## src/rtl/ptimer_pkg.sv

```systemverilog
package ptimer_pkg;
  typedef enum logic [1:0] {
    ACC_LATCH = 2'b00,
    ACC_LO    = 2'b01,
    ACC_HI    = 2'b10,
    ACC_WORD  = 2'b11
  } acc_e;

  // codes 6 and 7 alias onto 2 and 3
  function automatic logic [2:0] norm_mode(input logic [2:0] f);
    return f[1] ? {1'b0, f[1:0]} : f;
  endfunction
endpackage

```

## src/rtl/ptimer_ctl_decode.sv

```systemverilog
module ptimer_ctl_decode #(
  parameter int NUM_CH = 3
) (
  input  logic              wr_i,
  input  logic              rd_i,
  input  logic [1:0]        addr_i,
  input  logic [7:0]        wdata_i,
  output logic [NUM_CH-1:0] latch_o,
  output logic [NUM_CH-1:0] prog_o,
  output logic [NUM_CH-1:0] dwr_o,
  output logic [NUM_CH-1:0] drd_o,
  output ptimer_pkg::acc_e  acc_o,
  output logic [2:0]        mode_o,
  output logic              bcd_o
);
  logic ctl_wr;
  assign ctl_wr = wr_i && (addr_i == 2'd3);
  assign acc_o  = ptimer_pkg::acc_e'(wdata_i[5:4]);
  assign mode_o = wdata_i[3:1];
  assign bcd_o  = wdata_i[0];

  for (genvar g = 0; g < NUM_CH; g++) begin : g_dec
    logic hit;
    assign hit        = ctl_wr && (wdata_i[7:6] == 2'(g));
    assign latch_o[g] = hit && (wdata_i[5:4] == 2'b00);
    assign prog_o[g]  = hit && (wdata_i[5:4] != 2'b00);
    assign dwr_o[g]   = wr_i && (addr_i == 2'(g));
    assign drd_o[g]   = rd_i && (addr_i == 2'(g));
  end
endmodule

```

## src/rtl/ptimer_chan_regs.sv

```systemverilog
module ptimer_chan_regs #(
  parameter int DATA_W = 8,
  localparam int CNT_W = 2 * DATA_W
) (
  input  logic              clk_i,
  input  logic              rst_ni,
  input  logic              latch_i,
  input  logic              prog_i,
  input  logic              wr_i,
  input  logic              rd_i,
  input  logic [DATA_W-1:0] wdata_i,
  input  ptimer_pkg::acc_e  acc_i,
  input  logic [2:0]        mode_i,
  input  logic              bcd_i,
  input  logic [CNT_W-1:0]  count_i,
  output logic [2:0]        mode_o,
  output logic              bcd_o,
  output logic [CNT_W-1:0]  preset_o,
  output logic              load_o,
  output logic              clear_o,
  output logic [DATA_W-1:0] rbyte_o
);
  import ptimer_pkg::*;

  acc_e              acc_q;
  logic [2:0]        mode_q;
  logic              bcd_q;
  logic [CNT_W-1:0]  preset_q, snap_q;
  logic [DATA_W-1:0] lo_q;
  logic              wptr_q, rptr_q, held_q, load_q, clear_q;

  always_ff @(posedge clk_i or negedge rst_ni) begin
    if (!rst_ni) begin
      acc_q    <= ACC_WORD;
      mode_q   <= '0;
      bcd_q    <= 1'b0;
      preset_q <= '0;
      snap_q   <= '0;
      lo_q     <= '0;
      wptr_q   <= 1'b0;
      rptr_q   <= 1'b0;
      held_q   <= 1'b0;
      load_q   <= 1'b0;
      clear_q  <= 1'b0;
    end else begin
      load_q  <= 1'b0;
      clear_q <= 1'b0;
      if (prog_i) begin
        mode_q   <= norm_mode(mode_i);
        bcd_q    <= bcd_i;
        acc_q    <= acc_i;
        preset_q <= '0;
        clear_q  <= 1'b1;
        wptr_q   <= 1'b0;
        rptr_q   <= 1'b0;
        held_q   <= 1'b0;
      end else begin
        if (latch_i) begin
          wptr_q <= 1'b0;
          if (!held_q) begin
            held_q <= 1'b1;
            snap_q <= count_i;
            rptr_q <= 1'b0;
          end
        end
        if (wr_i) begin
          unique case (acc_q)
            ACC_LO: begin
              preset_q <= {{DATA_W{1'b0}}, wdata_i};
              load_q   <= 1'b1;
            end
            ACC_HI: begin
              preset_q <= {wdata_i, {DATA_W{1'b0}}};
              load_q   <= 1'b1;
            end
            ACC_WORD: begin
              if (!wptr_q) begin
                lo_q   <= wdata_i;
                wptr_q <= 1'b1;
              end else begin
                preset_q <= {wdata_i, lo_q};
                load_q   <= 1'b1;
                wptr_q   <= 1'b0;
              end
            end
            default: ;
          endcase
        end
        if (rd_i) begin
          if (acc_q == ACC_WORD) begin
            rptr_q <= !rptr_q;
            if (rptr_q) held_q <= 1'b0;
          end else begin
            held_q <= 1'b0;
          end
        end
      end
    end
  end

  logic [CNT_W-1:0] src;
  logic             hi_sel;
  assign src     = held_q ? snap_q : count_i;
  assign hi_sel  = (acc_q == ACC_HI) || ((acc_q == ACC_WORD) && rptr_q);
  assign rbyte_o = hi_sel ? src[CNT_W-1:DATA_W] : src[DATA_W-1:0];

  assign mode_o   = mode_q;
  assign bcd_o    = bcd_q;
  assign preset_o = preset_q;
  assign load_o   = load_q;
  assign clear_o  = clear_q;
endmodule

```

## src/rtl/ptimer_host_if.sv

```systemverilog
module ptimer_host_if #(
  parameter int NUM_CH = 3,
  parameter int DATA_W = 8,
  localparam int CNT_W = 2 * DATA_W
) (
  input  logic                    clk_i,
  input  logic                    rst_ni,
  input  logic [1:0]              addr_i,
  input  logic                    wr_i,
  input  logic                    rd_i,
  input  logic [7:0]              wdata_i,
  output logic [DATA_W-1:0]       rdata_o,
  input  logic [NUM_CH*CNT_W-1:0] count_i,
  output logic [NUM_CH*3-1:0]     mode_o,
  output logic [NUM_CH-1:0]       bcd_o,
  output logic [NUM_CH*CNT_W-1:0] preset_o,
  output logic [NUM_CH-1:0]       load_o,
  output logic [NUM_CH-1:0]       clear_o
);
  logic [NUM_CH-1:0] latch_w, prog_w, dwr_w, drd_w;
  ptimer_pkg::acc_e  acc_w;
  logic [2:0]        mode_w;
  logic              bcd_w;
  logic [DATA_W-1:0] rbyte_w [NUM_CH];

  ptimer_ctl_decode #(.NUM_CH(NUM_CH)) u_dec (
    .wr_i   (wr_i),
    .rd_i   (rd_i),
    .addr_i (addr_i),
    .wdata_i(wdata_i),
    .latch_o(latch_w),
    .prog_o (prog_w),
    .dwr_o  (dwr_w),
    .drd_o  (drd_w),
    .acc_o  (acc_w),
    .mode_o (mode_w),
    .bcd_o  (bcd_w)
  );

  for (genvar g = 0; g < NUM_CH; g++) begin : g_ch
    ptimer_chan_regs #(.DATA_W(DATA_W)) u_ch (
      .clk_i   (clk_i),
      .rst_ni  (rst_ni),
      .latch_i (latch_w[g]),
      .prog_i  (prog_w[g]),
      .wr_i    (dwr_w[g]),
      .rd_i    (drd_w[g]),
      .wdata_i (wdata_i[DATA_W-1:0]),
      .acc_i   (acc_w),
      .mode_i  (mode_w),
      .bcd_i   (bcd_w),
      .count_i (count_i[g*CNT_W +: CNT_W]),
      .mode_o  (mode_o[g*3 +: 3]),
      .bcd_o   (bcd_o[g]),
      .preset_o(preset_o[g*CNT_W +: CNT_W]),
      .load_o  (load_o[g]),
      .clear_o (clear_o[g]),
      .rbyte_o (rbyte_w[g])
    );
  end

  logic [DATA_W-1:0] sel_byte;
  always_comb begin
    sel_byte = '0;
    for (int i = 0; i < NUM_CH; i++)
      if (addr_i == 2'(i)) sel_byte = rbyte_w[i];
  end

  always_ff @(posedge clk_i or negedge rst_ni) begin
    if (!rst_ni)   rdata_o <= '0;
    else if (rd_i) rdata_o <= sel_byte;
  end
endmodule

```

## config.mk

```make
export PLATFORM = sky130hd
export DESIGN_NAME = ptimer_host_if
export DESIGN_NICKNAME = d
export VERILOG_FILES = /design/src/rtl/ptimer_pkg.sv /design/src/rtl/ptimer_ctl_decode.sv /design/src/rtl/ptimer_chan_regs.sv /design/src/rtl/ptimer_host_if.sv
export SDC_FILE = /design/constraint.sdc
export NUM_CORES = 1
export LEC_CHECK = 0
export BUFFER_PORTS_ARGS = -buffer_cell sky130_fd_sc_hd__buf_4
export CORE_MARGIN = 2
export CORE_UTILIZATION = 35
export DETAILED_ROUTE_END_ITERATION = 16
export PLACE_DENSITY = 0.54
export RECOVER_POWER = 25
export SYNTH_ARGS = -nofsm -noshare
export SYNTH_HDL_FRONTEND = slang
export SYNTH_SLANG_ARGS = --single-unit
```

## constraint.sdc

```tcl
create_clock -name clk_i -period 2.35 [get_ports clk_i]
set_clock_uncertainty 0.05 [all_clocks]
set_input_delay 0.47 -clock clk_i [delete_from_list [all_inputs] [get_ports clk_i]]
set_output_delay 0.47 -clock clk_i [all_outputs]
set_load 0.02 [all_outputs]
```

# After elaboration in Yosys (flattened, before gate mapping)
# Cells that the tools add are included.
word_totals:
  register_bits: 161
  output_inout_bits: 74
classes:
  n_eq_ne: 17
  muxes: 82
  bitwise: 6
  n_reduce_logical: 47
ops:
  columns: ["operator", "n"]
  rows:
  - ["$mux W16", 12]
  - ["$pmux W16 S3", 3]
  - ["$mux W1", 57]
  - ["$mux W8", 6]
  - ["$logic_and A1 B1 Y1", 19]
  - ["$eq A2 B2 Y1 const B", 9]
  - ["$reduce_and A4 Y1", 3]
  - ["$reduce_bool A4 Y1", 3]
  - ["$eq A2 B1 Y1 const B", 5]
  - ["$ne A3 B1 Y1 const B", 3]
  - ["$reduce_and A3 Y1", 3]
  - ["$reduce_bool A2 Y1", 4]
  - ["$logic_not A2 Y1", 3]
  - ["$not A1 Y1", 6]
  - ["$pmux W1 S2", 3]
  - ["$reduce_and A2 Y1", 3]
  - ["$reduce_or A2 Y1", 3]
  - ["$logic_not A1 Y1", 3]
  - ["$logic_or A1 B1 Y1", 3]
  - ["$mux W3", 1]

# Logic depth before layout (Yosys ltp)
depth:
  word_depth: 9
  ltp_mapped: 8
  ltp_nobuf: 7

# Modules after synthesis
# Synthesis repeated with hierarchy kept, for this count alone.
unflattened:
  cells_unflattened: 621
  hier_area_um2: 8187.9
modules_own_cells:
  columns: ["module", "n_inst", "cells_per_inst", "area_each_um2", "seq_area_each_um2"]
  rows:
  - ["ptimer_chan_regs at g_ch[1].u_ch ...", 2, 191, 2532.4, 1278.7]
  - ["ptimer_chan_regs at g_ch[0].u_ch", 1, 169, 2434.8, 1278.7]
  - ["ptimer_host_if", 1, 47, 525.5, 200.2]
  - ["ptimer_ctl_decode", 1, 23, 162.7, 0.0]

# Worst setup path after synthesis
# No wires, ideal clock.
synth_path:
  path_kind: "register to register"
  start: "register g_ch[1].u_ch.acc_q[0]"
  end: "register rdata_o[7]"
  setup_time_ns: 0.141
  t_arrival_ns: 1.939
  required_time_ns: 2.159
  slack_ns: 0.220
  path_stages_with_launch: 8
  synth_period_minus_slack_ns: 2.130
  cell_sequence: "dfstp_2 -> inv_1 -> ha_1 -> clkbuf_1 -> a21oi_2 -> mux4_2 -> a22oi_1 -> a31oi_1"
synth_between:
  elab_chain_cells: 6
synth_rtl:
  columns: ["element", "line_no", "rtl"]
  rows:
  - ["start: declaration", "ptimer_chan_regs.sv:25", "acc_e acc_q;"]
  - ["start signal: assignment", "ptimer_chan_regs.sv:51", "acc_q <= acc_i;"]
  - ["$eq A2 B2 Y1", "ptimer_chan_regs.sv:104", "assign hi_sel = (acc_q == ACC_HI) || ((acc_q == ACC_WORD) && rptr_q);"]
  - ["$logic_and A1 B1 Y1", "ptimer_chan_regs.sv:104", null]
  - ["$logic_or A1 B1 Y1 (*)", "ptimer_chan_regs.sv:104", null]
  - ["$mux W8 (*)", "ptimer_chan_regs.sv:105", "assign rbyte_o = hi_sel ? src[CNT_W-1:DATA_W] : src[DATA_W-1:0];"]
  - ["$mux W8 (*) (2 in series)", "ptimer_host_if.sv:66", "if (addr_i == 2'(i)) sel_byte = rbyte_w[i];"]
  - ["end signal: assignment", "ptimer_host_if.sv:71", "else if (rd_i) rdata_o <= sel_byte;"]
  - ["end: declaration", "ptimer_host_if.sv:12", "output logic [DATA_W-1:0] rdata_o,"]
# Mark *: on every way between the ends. The rest lies on a longest branch, timed or not.
# A chain may end at the register's enable or synchronous reset.

# Worst setup path in the final report
layout_path:
  start: "register g_ch[0].u_ch.acc_q[1]"
  end: "register g_ch[0].u_ch.preset_q[10]"
layout_between:
  elab_chain_cells: 4
layout_rtl:
  columns: ["element", "line_no", "rtl"]
  rows:
  - ["start: declaration", "ptimer_chan_regs.sv:25", null]
  - ["start signal: assignment", "ptimer_chan_regs.sv:51", null]
  - ["$eq A2 B2 Y1 or $eq A2 B1 Y1 (tied branches)", "ptimer_chan_regs.sv:67", "unique case (acc_q)"]
  - ["$pmux W16 S3", "ptimer_chan_regs.sv:67", null]
  - ["$mux W16", "ptimer_chan_regs.sv:66", "if (wr_i) begin"]
  - ["$mux W16", "ptimer_chan_regs.sv:48", "if (prog_i) begin"]
  - ["end signal: assignment", "ptimer_chan_regs.sv:69", "preset_q <= {{DATA_W{1'b0}}, wdata_i};"]
  - ["end signal: assignment", "ptimer_chan_regs.sv:73", "preset_q <= {wdata_i, {DATA_W{1'b0}}};"]
  - ["end signal: assignment", "ptimer_chan_regs.sv:81", "preset_q <= {wdata_i, lo_q};"]
  - ["end: declaration", "ptimer_chan_regs.sv:28", "logic [CNT_W-1:0] preset_q, snap_q;"]
# Parallel ways exist; a longest one is shown, timed or not. The select of a mux whose other input is x is not followed.

==> results_dict.tcl <==
set metrics [dict create \
    routedWlPerCell_um 18.10 \
    grt_util_all_layers 0.1730 \
    n_fill_cell 2077 \
    nets 838 \
    worst_pin_slew_ns 1.540 \
    netlist_instances 644 \
    synth_top_cell_area_share 0.5068 \
    startpoint_type "flop" \
    start_util 0.3540 \
    core_area_um2 21620 \
    grt_first_pass_wirelength_um 31770 \
    rows 54 \
    antenna_found_initial 0 \
    initialDrtViolationCount 319 \
    cts_resized 0 \
    ys_top_cells_by_area "dfrtp_1 (51%), mux2_2 (9.7%), mux4_2 (6.5%)" \
    p_per_area_nw_per_um2 1039 \
    finalSetupTns_ns 0 \
    htreeDepth 4 \
    die_area_um2 23070 \
    setup_violations 0 \
    avgSynthCellArea_um2 11.88 \
    rsz0062_at_grt "no" \
    ant_nets 0 \
    wl_um 19180 \
    layout_min_cycle_time_ns 2.113 \
    grt_pass1_vias 5745 \
    cts_buffers 17 \
    end_kind "flop" \
    async_flop_share 1.000 \
    crit_required_ns 2.64 \
    slew_headroom -0.02658 \
    holdWs_ns 0.2319 \
    io_buffers 135 \
    gp_congestion 0.8037 \
    cts-root-buf "clkbuf_16" \
    p_leak_nw 4.406 \
    grt_max_degree 59 \
    synth_edf_count 0 \
    max-vdd-ir-drop_mv 0.5552 \
    cts.sinks 161 \
    syn_to_final_growth_pct 23.79 \
    ys_types 49 \
    path_class "reg2reg" \
    drc 0 \
    overflow 0 \
    final_hold_viol_count 0 \
    vias 5516 \
    drv_slew 57 \
    synthFlopType "dfrtp_1" \
    drv_cap 1 \
    clock.fmax_ghz 0.4732 \
    synth_common_cells "dfrtp_1 (155), mux2_2 (66), nand2_1 (63)" \
    via_per_inst 5.204 \
    dr.pass1.iters 5 \
    ys_seq_area_frac 0.5274 \
    dp_hpwl_um 13960 \
    dieWidth_um 151.9 \
    hold_class "in2reg" \
    synth.net_count 715 \
    ys_ff_latch 161 \
    cts.clk_slew.worst_paths_ns 0.06 \
    die_h_um 151.9 \
    syn_area_um2 7654 \
    drive_gt1_frac 0.3962 \
    violations "capacitance limit, slew limit" \
    ys_warn_count 0 \
    pin_count 136 \
    synth.most_common_cell "dfrtp_1" \
    status "complete, but fails checks" \
    num_antenna_cells 0 \
    cp_max_fo 16 \
    insertion_delay_ns 0.42 \
    synth_top_cell_by_area "dfrtp_1" \
    cts_tree "done" \
    fin_crit_sh 0.8993 \
    cp_data_arrival_time_ns 2.40 \
    cts_max_path_buffers 2 \
]
power breakdown:
part / internal, mW / leakage [nW] / switching [mW]
clock: 1.65 / 0.274 / 1.13
combinational: 1.44 / 2.05 / 1.59
sequential: 3.54 / 2.08 / 0.503
worst paths after layout:
check	startpoint	to	slack (ns)	cells past startpoint
setup / recovery	g_ch[0].u_ch.acc_q[1]	g_ch[0].u_ch.preset_o[10]	0.24	5
hold / removal	count_i[2]	g_ch[0].u_ch.snap_q[2]	0.23	2
setup reg to reg	g_ch[0].u_ch.acc_q[1]	g_ch[0].u_ch.preset_o[10]	0.24	5
hold reg to reg	g_ch[2].u_ch.mode_o[2]	g_ch[2].u_ch.mode_o[2]	0.43	2
max in group asynchronous	rst_ni	g_ch[0].u_ch.snap_q[5]	0.33	3
min in group asynchronous	rst_ni	g_ch[2].u_ch.clear_o	0.92	2
layout make-up:
| type | count | area [um^2] | share of cell area |
|---|---|---|---|
| clock inverters | 11 | 127.6 | 0.01347 |
| multi-input cells | 421 | 3243 | 0.3423 |
| repair buffers | 157 | 1212 | 0.1280 |
| inverters | 9 | 33.78 | 0.003566 |
| flip-flops and latches | 161 | 4036 | 0.4260 |
| clock buffers | 21 | 470.5 | 0.04966 |
| well taps | 280 | 350.3 | 0.03698 |
critical path: stages (launching register included):
cell,delay [ns]
dfstp_2,0.55
ha_1,0.34
mux2_2,0.22
and3_1,0.53
nand3_1,0.15
a21oi_1,0.20
placed cells by master, fill, tap and decap left out, types with 4 or more instances in the layout:
cell type	instances
dfrtp_1	155
buf_4	151
mux2_2	66
nand2_1	63
nor2_1	39
nand3_1	36
a21oi_1	29
o21ai_0	25
a211oi_1	24
mux4_2	22
nor3b_1	17
clkbuf_16	17
nor3_1	14
a22oi_1	14
mux2_4	9
ha_1	9
a31oi_1	7
inv_1	6
clkinvlp_4	6
dfstp_2	6
or2_2	5
o22ai_1	4
mux2i_1	4
a22o_1	4
sequential cells by signal, summed over array words and instances (netlist names):
signal / flops
g_ch.u_ch.acc_q: 6
g_ch.u_ch.bcd_o: 3
g_ch.u_ch.clear_o: 3
g_ch.u_ch.held_q: 3
g_ch.u_ch.lo_q: 24
g_ch.u_ch.load_o: 3
g_ch.u_ch.mode_o: 9
g_ch.u_ch.preset_o: 48
g_ch.u_ch.rptr_q: 3
g_ch.u_ch.snap_q: 48
g_ch.u_ch.wptr_q: 3
rdata_o: 8
what timing repair did:
item,CTS,global route
setup buffers,0,0
hold buffers,1,0
hold endpoints to repair,29,0
routing by layer:
metal / part of all wire / global-route usage / up-vias
met5: 0 / 0 / -
met4: 0.016 / 0.05652 / 0
met3: 0.050 / 0.04136 / 22
met2: 0.48 / 0.2743 / 142
met1: 0.45 / 0.2354 / 2790
li1: - / - / 2562
cell families (layout without fill, tap and decap cells):
logic type | after synthesis | in the layout | share of synthesized area
muxes | 101 | 101 | 0.1847
buffers and inverters | 62 | 198 | 0.04381
AOI/OAI and AO/OA | 118 | 118 | 0.09858
and+or+nand+nor | 193 | 193 | 0.1308
adders and majority gates | 9 | 9 | 0.01471
DFF | 161 | 161 | 0.5274
metrics by stage:
| step | power, mW | worst slack (ns) | std cells | area [um^2] | util |
|---|---|---|---|---|---|
| 3_3_place_gp | 7.060 | 0.2711 | 1027 | 8915 | 0.4123 |
| 4_1_cts | 9.969 | 0.2221 | 1060 | 9523 | 0.4405 |
| 5_1_grt | 10.42 | 0.01150 | 1060 | 9474 | 0.4382 |
| 3_5_place_dp | 7.162 | 0.2225 | 1027 | 8915 | 0.4123 |
| 2_1_floorplan | 5.855 | 0.2200 | 644 | 7654 | - |
| 6_report | 9.847 | 0.2367 | 1060 | 9474 | 0.4382 |
Note: power is estimated with default switching activity, not from simulation.
